File: src/rtl/dlyrd_pkg.sv
package dlyrd_pkg;

  typedef enum logic [1:0] {
    ST_IDLE  = 2'd0,
    ST_XFER  = 2'd1,
    ST_RETRY = 2'd2,
    ST_DISC  = 2'd3
  } tgt_state_e;

  localparam logic [3:0] CMD_IO_RD   = 4'b0010;
  localparam logic [3:0] CMD_MEM_RD  = 4'b0110;
  localparam logic [3:0] CMD_MEM_RDM = 4'b1100;
  localparam logic [3:0] CMD_MEM_RDL = 4'b1110;

  function automatic logic is_read_cmd(input logic [3:0] c);
    return (c == CMD_IO_RD) || (c == CMD_MEM_RD) ||
           (c == CMD_MEM_RDM) || (c == CMD_MEM_RDL);
  endfunction

endpackage

File: src/rtl/dlyrd_phase_det.sv
module dlyrd_phase_det (
  input  logic clk,
  input  logic rst_n,
  input  logic frame_n,
  output logic addr_phase
);
  logic frame_q;

  always_ff @(posedge clk or negedge rst_n) begin
    if (!rst_n) frame_q <= 1'b1;
    else        frame_q <= frame_n;
  end

  assign addr_phase = !frame_n && frame_q;

  // an address phase never lasts two cycles
  a_r2_single_addr_phase: assert property (@(posedge clk) disable iff (!rst_n)
    addr_phase |=> !addr_phase);
endmodule

File: src/rtl/dlyrd_req_latch.sv
module dlyrd_req_latch #(
  parameter int AW = 32,
  parameter int BW = 4,
  parameter int CW = 4
) (
  input  logic          clk,
  input  logic          rst_n,
  input  logic          capture,
  input  logic          clear,
  input  logic [AW-1:0] addr,
  input  logic [CW-1:0] cmd,
  input  logic [BW-1:0] be_n,
  output logic          pend,
  output logic [AW-1:0] q_addr,
  output logic [CW-1:0] q_cmd,
  output logic [BW-1:0] q_be_n,
  output logic          match
);
  localparam int TW = AW + CW + BW;

  logic [TW-1:0] tag_q;
  logic [TW-1:0] tag_in;

  assign tag_in = {addr, cmd, be_n};

  always_ff @(posedge clk or negedge rst_n) begin
    if (!rst_n) begin
      pend  <= 1'b0;
      tag_q <= '0;
    end else if (capture) begin
      pend  <= 1'b1;
      tag_q <= tag_in;
    end else if (clear) begin
      pend  <= 1'b0;
    end
  end

  assign {q_addr, q_cmd, q_be_n} = tag_q;
  assign match = pend && (tag_q == tag_in);

  // a new request is taken only when none is outstanding
  a_r4_capture_when_free: assert property (@(posedge clk) disable iff (!rst_n)
    capture |-> !pend);
  // stored fields do not move while a request is pending
  a_r5_tag_held: assert property (@(posedge clk) disable iff (!rst_n)
    (pend && !capture) |=> $stable(tag_q));
endmodule

File: src/rtl/dlyrd_fsm.sv
module dlyrd_fsm
  import dlyrd_pkg::*;
#(
  parameter int CNT_W = 8
) (
  input  logic clk,
  input  logic rst_n,
  input  logic addr_phase,
  input  logic bar_hit,
  input  logic cmd_rd,
  input  logic dly_en_n,
  input  logic pend,
  input  logic match,
  input  logic rd_valid,
  input  logic frame_n,
  input  logic irdy_n,
  output logic devsel_n,
  output logic trdy_n,
  output logic stop_n,
  output logic rd_ready,
  output logic capture,
  output logic clear
);
  localparam logic [CNT_W-1:0] CNT_MAX = {CNT_W{1'b1}};

  tgt_state_e       state_q, state_d;
  logic [CNT_W-1:0] cnt_q, cnt_d;
  logic             dly_q, dly_d;
  logic             hit, hs, moved;

  assign hit   = addr_phase && bar_hit && cmd_rd;
  assign hs    = (state_q == ST_XFER) && rd_valid && !irdy_n;
  assign moved = (cnt_q != '0);

  always_comb begin
    state_d = state_q;
    cnt_d   = cnt_q;
    dly_d   = dly_q;
    capture = 1'b0;
    clear   = 1'b0;
    unique case (state_q)
      ST_IDLE: begin
        cnt_d = '0;
        if (hit) begin
          if (pend) begin
            if (match && rd_valid) begin
              state_d = ST_XFER;
              dly_d   = 1'b1;
            end else begin
              state_d = ST_RETRY;
            end
          end else if (!dly_en_n) begin
            capture = 1'b1;
            state_d = ST_RETRY;
          end else begin
            state_d = ST_XFER;
            dly_d   = 1'b0;
          end
        end
      end
      ST_XFER: begin
        if (hs && cnt_q != CNT_MAX) cnt_d = cnt_q + 1'b1;
        if (hs && frame_n) begin
          state_d = ST_IDLE;
          clear   = dly_q;
        end else if (!rd_valid && moved) begin
          state_d = ST_DISC;
          clear   = dly_q;
        end else if (frame_n && irdy_n) begin
          state_d = ST_IDLE;
          clear   = dly_q && moved;
        end
      end
      ST_RETRY, ST_DISC: begin
        if (frame_n) state_d = ST_IDLE;
      end
      default: state_d = ST_IDLE;
    endcase
  end

  always_ff @(posedge clk or negedge rst_n) begin
    if (!rst_n) begin
      state_q <= ST_IDLE;
      cnt_q   <= '0;
      dly_q   <= 1'b0;
    end else begin
      state_q <= state_d;
      cnt_q   <= cnt_d;
      dly_q   <= dly_d;
    end
  end

  assign devsel_n = (state_q == ST_IDLE);
  assign stop_n   = !((state_q == ST_RETRY) || (state_q == ST_DISC));
  assign trdy_n   = !((state_q == ST_XFER) && rd_valid);
  assign rd_ready = hs;

  // an address phase that is not a read hit leaves DEVSEL idle
  a_r2_no_claim: assert property (@(posedge clk) disable iff (!rst_n)
    (addr_phase && !(bar_hit && cmd_rd) && state_q == ST_IDLE) |=> devsel_n);
  // a pending request blocks service unless matched with data
  a_r5_retry_pending: assert property (@(posedge clk) disable iff (!rst_n)
    (state_q == ST_IDLE && hit && pend && !(match && rd_valid)) |=> (!stop_n && trdy_n && pend));
  // FIFO dry after data moved leads to a disconnect
  a_r7_disc_after_data: assert property (@(posedge clk) disable iff (!rst_n)
    (state_q == ST_XFER && !rd_valid && moved && !(frame_n && irdy_n)) |=> (!stop_n && trdy_n));
  // STOP held while FRAME stays asserted
  a_r9_stop_hold: assert property (@(posedge clk) disable iff (!rst_n)
    (!stop_n && !frame_n) |=> (!stop_n && !devsel_n));
  // STOP and DEVSEL drop after FRAME is seen high
  a_r9_stop_release: assert property (@(posedge clk) disable iff (!rst_n)
    (!stop_n && frame_n) |=> (stop_n && devsel_n));
  // final handshake ends without STOP
  a_r11_clean_end: assert property (@(posedge clk) disable iff (!rst_n)
    (hs && frame_n) |=> (stop_n && devsel_n));
endmodule

File: src/rtl/dlyrd_target.sv
module dlyrd_target
  import dlyrd_pkg::*;
#(
  parameter int AW    = 32,
  parameter int CNT_W = 8
) (
  input  logic          clk,
  input  logic          rst_n,
  input  logic          frame_n,
  input  logic          irdy_n,
  input  logic [AW-1:0] addr,
  input  logic [3:0]    cmd,
  input  logic [3:0]    be_n,
  input  logic          bar_hit,
  input  logic          dly_en_n,
  input  logic          rd_valid,
  output logic          rd_ready,
  output logic          devsel_n,
  output logic          trdy_n,
  output logic          stop_n,
  output logic          req_pend,
  output logic [AW-1:0] req_addr,
  output logic [3:0]    req_cmd,
  output logic [3:0]    req_be_n
);
  logic addr_phase, cmd_rd, match, capture, clear;

  assign cmd_rd = is_read_cmd(cmd);

  dlyrd_phase_det u_phase (
    .clk        (clk),
    .rst_n      (rst_n),
    .frame_n    (frame_n),
    .addr_phase (addr_phase)
  );

  dlyrd_req_latch #(.AW(AW), .BW(4), .CW(4)) u_req (
    .clk     (clk),
    .rst_n   (rst_n),
    .capture (capture),
    .clear   (clear),
    .addr    (addr),
    .cmd     (cmd),
    .be_n    (be_n),
    .pend    (req_pend),
    .q_addr  (req_addr),
    .q_cmd   (req_cmd),
    .q_be_n  (req_be_n),
    .match   (match)
  );

  dlyrd_fsm #(.CNT_W(CNT_W)) u_fsm (
    .clk        (clk),
    .rst_n      (rst_n),
    .addr_phase (addr_phase),
    .bar_hit    (bar_hit),
    .cmd_rd     (cmd_rd),
    .dly_en_n   (dly_en_n),
    .pend       (req_pend),
    .match      (match),
    .rd_valid   (rd_valid),
    .frame_n    (frame_n),
    .irdy_n     (irdy_n),
    .devsel_n   (devsel_n),
    .trdy_n     (trdy_n),
    .stop_n     (stop_n),
    .rd_ready   (rd_ready),
    .capture    (capture),
    .clear      (clear)
  );

  // a freshly latched request is always answered with a retry
  a_r4_latch_retries: assert property (@(posedge clk) disable iff (!rst_n)
    $rose(req_pend) |-> (!stop_n && trdy_n));
  // a pop needs data and a ready initiator
  a_r10_pop_rules: assert property (@(posedge clk) disable iff (!rst_n)
    rd_ready |-> (rd_valid && !irdy_n && !trdy_n));
  // TRDY and STOP never asserted together
  a_r10_trdy_stop_excl: assert property (@(posedge clk) disable iff (!rst_n)
    !(!trdy_n && !stop_n));
  // no target activity while in reset
  a_r1_reset_idle: assert property (@(posedge clk)
    !rst_n |-> (devsel_n && stop_n && trdy_n && !rd_ready && !req_pend));
endmodule

File: config.mk
export PLATFORM = sky130hd
export DESIGN_NAME = dlyrd_target
export DESIGN_NICKNAME = d
export VERILOG_FILES = /design/src/rtl/dlyrd_pkg.sv /design/src/rtl/dlyrd_phase_det.sv /design/src/rtl/dlyrd_req_latch.sv /design/src/rtl/dlyrd_fsm.sv /design/src/rtl/dlyrd_target.sv
export SDC_FILE = /design/constraint.sdc
export NUM_CORES = 1
export LEC_CHECK = 0
export CAP_MARGIN = 10
export CORE_MARGIN = 4
export CORE_UTILIZATION = 30
export CTS_BUF_LIST = sky130_fd_sc_hd__clkbuf_8 sky130_fd_sc_hd__clkbuf_16
export DETAILED_ROUTE_END_ITERATION = 6
export PLACE_DENSITY = 0.64
export SYNTH_ARGS = -nofsm -noshare
export SYNTH_HDL_FRONTEND = slang
export SYNTH_SLANG_ARGS = --single-unit
export TNS_END_PERCENT = 1
File: constraint.sdc
create_clock -name clk -period 2.1 [get_ports clk]
set_input_delay 0.525 -clock clk [delete_from_list [all_inputs] [get_ports clk]]
set_output_delay 0.525 -clock clk [all_outputs]
set_load 0.005 [all_outputs]
==> impl_metrics.json <==
{
  "fin_setup_tns_ns": 0,
  "yosysSeqAreaShare": 0.472,
  "power_switching_mw": 0.431,
  "placed_area_um2": 3970,
  "min_period_ns": 2.10,
  "cts_tree": "yes",
  "max_freq_mhz": 476,
  "drv_cap": 0,
  "max_stage_delay_ns": 0.50,
  "vias": 2068,
  "tightest_slew_ns": 0.282,
  "drc_errors": 0,
  "cp_slowest_cell": "clkdlybuf4s50_1",
  "grt_use_total": 0.124,
  "clockRootBuffer": "clkbuf_8",
  "dp.final_hpwl_mm": 5.07,
  "io_buffer_count": 91,
  "final_hold_viol_count": 0,
  "fillerInstances": 855,
  "syn_area_um2": 2810,
  "synthArstFlopShare": 1.00,
  "slew_headroom": 0.812,
  "fp.dieH_um": 105,
  "clkPwrFrac": 0.361,
  "yosys.area.top_type_share": 0.463,
  "syn-instance-count": 220,
  "drt_wl_total_mm": 6.76,
  "ys_types": 33,
  "p_per_area_nw_per_um2": 460,
  "reg2reg_depth": 6,
  "cts.sinks": 53,
  "cts_htree_levels": 2,
  "drive_gt1_frac": 0.260,
  "start_util": 0.306,
  "ys_ff_latch": 53,
  "area_growth_pct": 49.5,
  "grt_pass1_wl_mm": 11.0,
  "power.internal_mw": 1.50,
  "ir_drop_v": 0.000224,
  "ios": 92,
  "place.gp.congestion": 0.799,
  "p_sw_frac": 0.223,
  "grt_max_degree": 23,
  "yosysTopAreaCell": "dfrtp_1",
  "synth-edff-count": 0,
  "timing.rr.start": "u_phase.frame_q",
  "vias_per_cell": 4.57,
  "yosys_warnings": 0,
  "coreArea_um2": 9200,
  "crit_start": "u_fsm.state_q[0]",
  "cts_hold_buf": 0,
  "cp_max_fo": 8,
  "synth_top_flop_cell": "dfrtp_1",
  "fin_crit_sh": 0.999,
  "synth_area_leaders": "dfrtp_1 46%, mux2_4 20%, xnor2_1 12%, nand4_1 2.7%, buf_6 2.0%",
  "start_kind": "register",
  "worstPathRequired_ns": 1.57,
  "grt_overflow": 0,
  "dp_slack_ns": -0.585,
  "drv_slew": 0,
  "multiInputGateArea_um2": 1450,
  "antenna_found_initial": 0,
  "arrival_ns": 1.57,
  "diodes": 0,
  "first_iter_violations": 67,
  "pwr-share-comb": 0.109,
  "post-route-util": 0.457,
  "cts_buffers": 5,
  "seq_power_share": 0.530,
  "clk_pin_slew_ns": 0.09,
  "rsz0062_at_grt": "true",
  "regArea_um2": 1330,
  "dieArea_um2": 11000,
  "drt-pass1-iter-count": 4,
  "crit_type": "register to output port",
  "rows": 35,
  "wl_per_cell_um": 14.9,
  "clkLatencyLatePin_ns": 0.31,
  "layout.nets": 390,
  "dieWidth_um": 105,
  "path_cells": "nor2_4 > buf_6 > clkdlybuf4s50_1",
  "layout_setup_ws_ns": 0.00126,
  "final_cell_area_um2": 4200,
  "status": "finished clean",
  "fin_worst_skew_ns": 0.00907,
  "p_leak_nw": 1.87,
  "hold_class": "input port to async pin",
  "clockBufferDepth": 2,
  "ant_nets": 0,
  "finalSetupViolCount": 0,
  "synth_area_per_cell_um2": 12.8,
  "crit_path_end_kind": "output port",
  "synth_fp_nets": 269,
  "grt_pass1_vias": 2208
}
[what timing repair did]
item | CTS | global route
endpoints found under the setup margin | 48 | 29
pin swaps | 6 | 1
cloned | 1 | 0
buffers inserted | 7 | 0
resized for setup | 24 | 5
[cell families after synthesis]
group                      after synthesis  share of synthesized area
and+or+nand+nor                         48                     0.0916
xor gates and xnor gates                44                      0.137
buffers and inverters                   13                     0.0307
adders and majority gates                2                    0.00890
AOI/OAI and AO/OA                       19                     0.0458
muxes                                   41                      0.214
DFF                                     53                      0.472
[sequential cells by signal, indices dropped and copies added, names as in the netlist]
name	cells
u_fsm.state_q	2
u_fsm.dly_q	1
u_fsm.cnt_q	8
u_req.pend	1
u_phase.frame_q	1
u_req.tag_q	40
[path summary, 6_finish.rpt]
check,to,slack (ns)
setup / recovery,devsel_n,0.001
hold reg to reg,u_fsm.dly_q,0.51
hold / removal,u_fsm.cnt_q[7],0.08
min in group clk,u_fsm.dly_q,0.51
max in group asynchronous,u_phase.frame_q,1.40
setup reg to reg,u_req.tag_q[12],0.05
[per-stage QoR]
step | power (mW) | hold WS [ns] | std cells
finish | 1.93 | 0.0757 | 453
detailed placement | 1.25 | 0.414 | 437
global route | 2.02 | 0.0807 | 453
floorplan | 1.09 | 0.229 | 220
CTS | 1.95 | 0.0804 | 453
global placement | 1.25 | 0.413 | 437
[worst max-delay path, delay by kind of cell, from the launching register on]
| family | cells | cell delay, ns |
|---|---|---|
| flip-flops | 1 | 0.45 |
| AND/OR/NAND/NOR | 1 | 0.17 |
| buffers and inverters | 2 | 0.65 |
[metal layers]
| layer | track usage | vias to the layer above | wire length, um |
|---|---|---|---|
| met5 | 0 | - | 0 |
| met4 | 0.0366 | 0 | 56 |
| met3 | 0.0327 | 5 | 330 |
| met2 | 0.198 | 60 | 3150 |
| met1 | 0.166 | 989 | 3220 |
| li1 | - | 1014 | - |
[synthesized netlist by cell type (2+ instances only)]
library cell  number
xnor2_1           40
ha_1               2
xor2_1             4
nand4_1           12
dfrtp_1           52
nor4_1             3
and3_1             2
mux2_4            38
nor3_1             3
and2_1             2
nand2_1            9
o21ai_0            8
nor2_1             9
inv_1              7
mux2i_1            2
buf_6              5
nand3_1            4
a31oi_1            2
a21oi_1            2
[cell type report]
| cell class | count | area share |
|---|---|---|
| multi-input cells | 154 | 0.345 |
| flip-flops and latches | 53 | 0.316 |
| repair buffers | 120 | 0.273 |
| well taps | 111 | 0.0330 |
| clock buffers | 5 | 0.0164 |
| clock inverters | 3 | 0.0101 |
| inverters | 7 | 0.00625 |
[power groups by stage]
stage	sequential, mW	combinational (mW)	clock, mW
2_1_floorplan	1.04	0.0494	0
3_3_place_gp	1.04	0.210	0
3_5_place_dp	1.04	0.211	0
4_1_cts	1.02	0.212	0.717
5_1_grt	1.02	0.230	0.764
6_report	1.02	0.211	0.697
[cell usage in the layout, fill, tap and decap left out, drive strengths merged, types with 2 or more instances in the layout]
cell,netlist,layout
ha,2,2
nand4,12,12
a31oi,2,2
xor2,4,4
nand3,4,4
dlygate4sd2,0,9
nand2,9,9
and2,2,2
a21oi,2,2
mux2,39,39
clkdlybuf4s50,0,80
o21ai,8,8
mux2i,2,2
nor2,9,9
dfrtp,52,52
and3,2,2
nor4,4,4
buf,5,31
clkbuf,1,5
inv,7,8
xnor2,40,40
nor3,3,3
(Power assumes the default switching activity.)
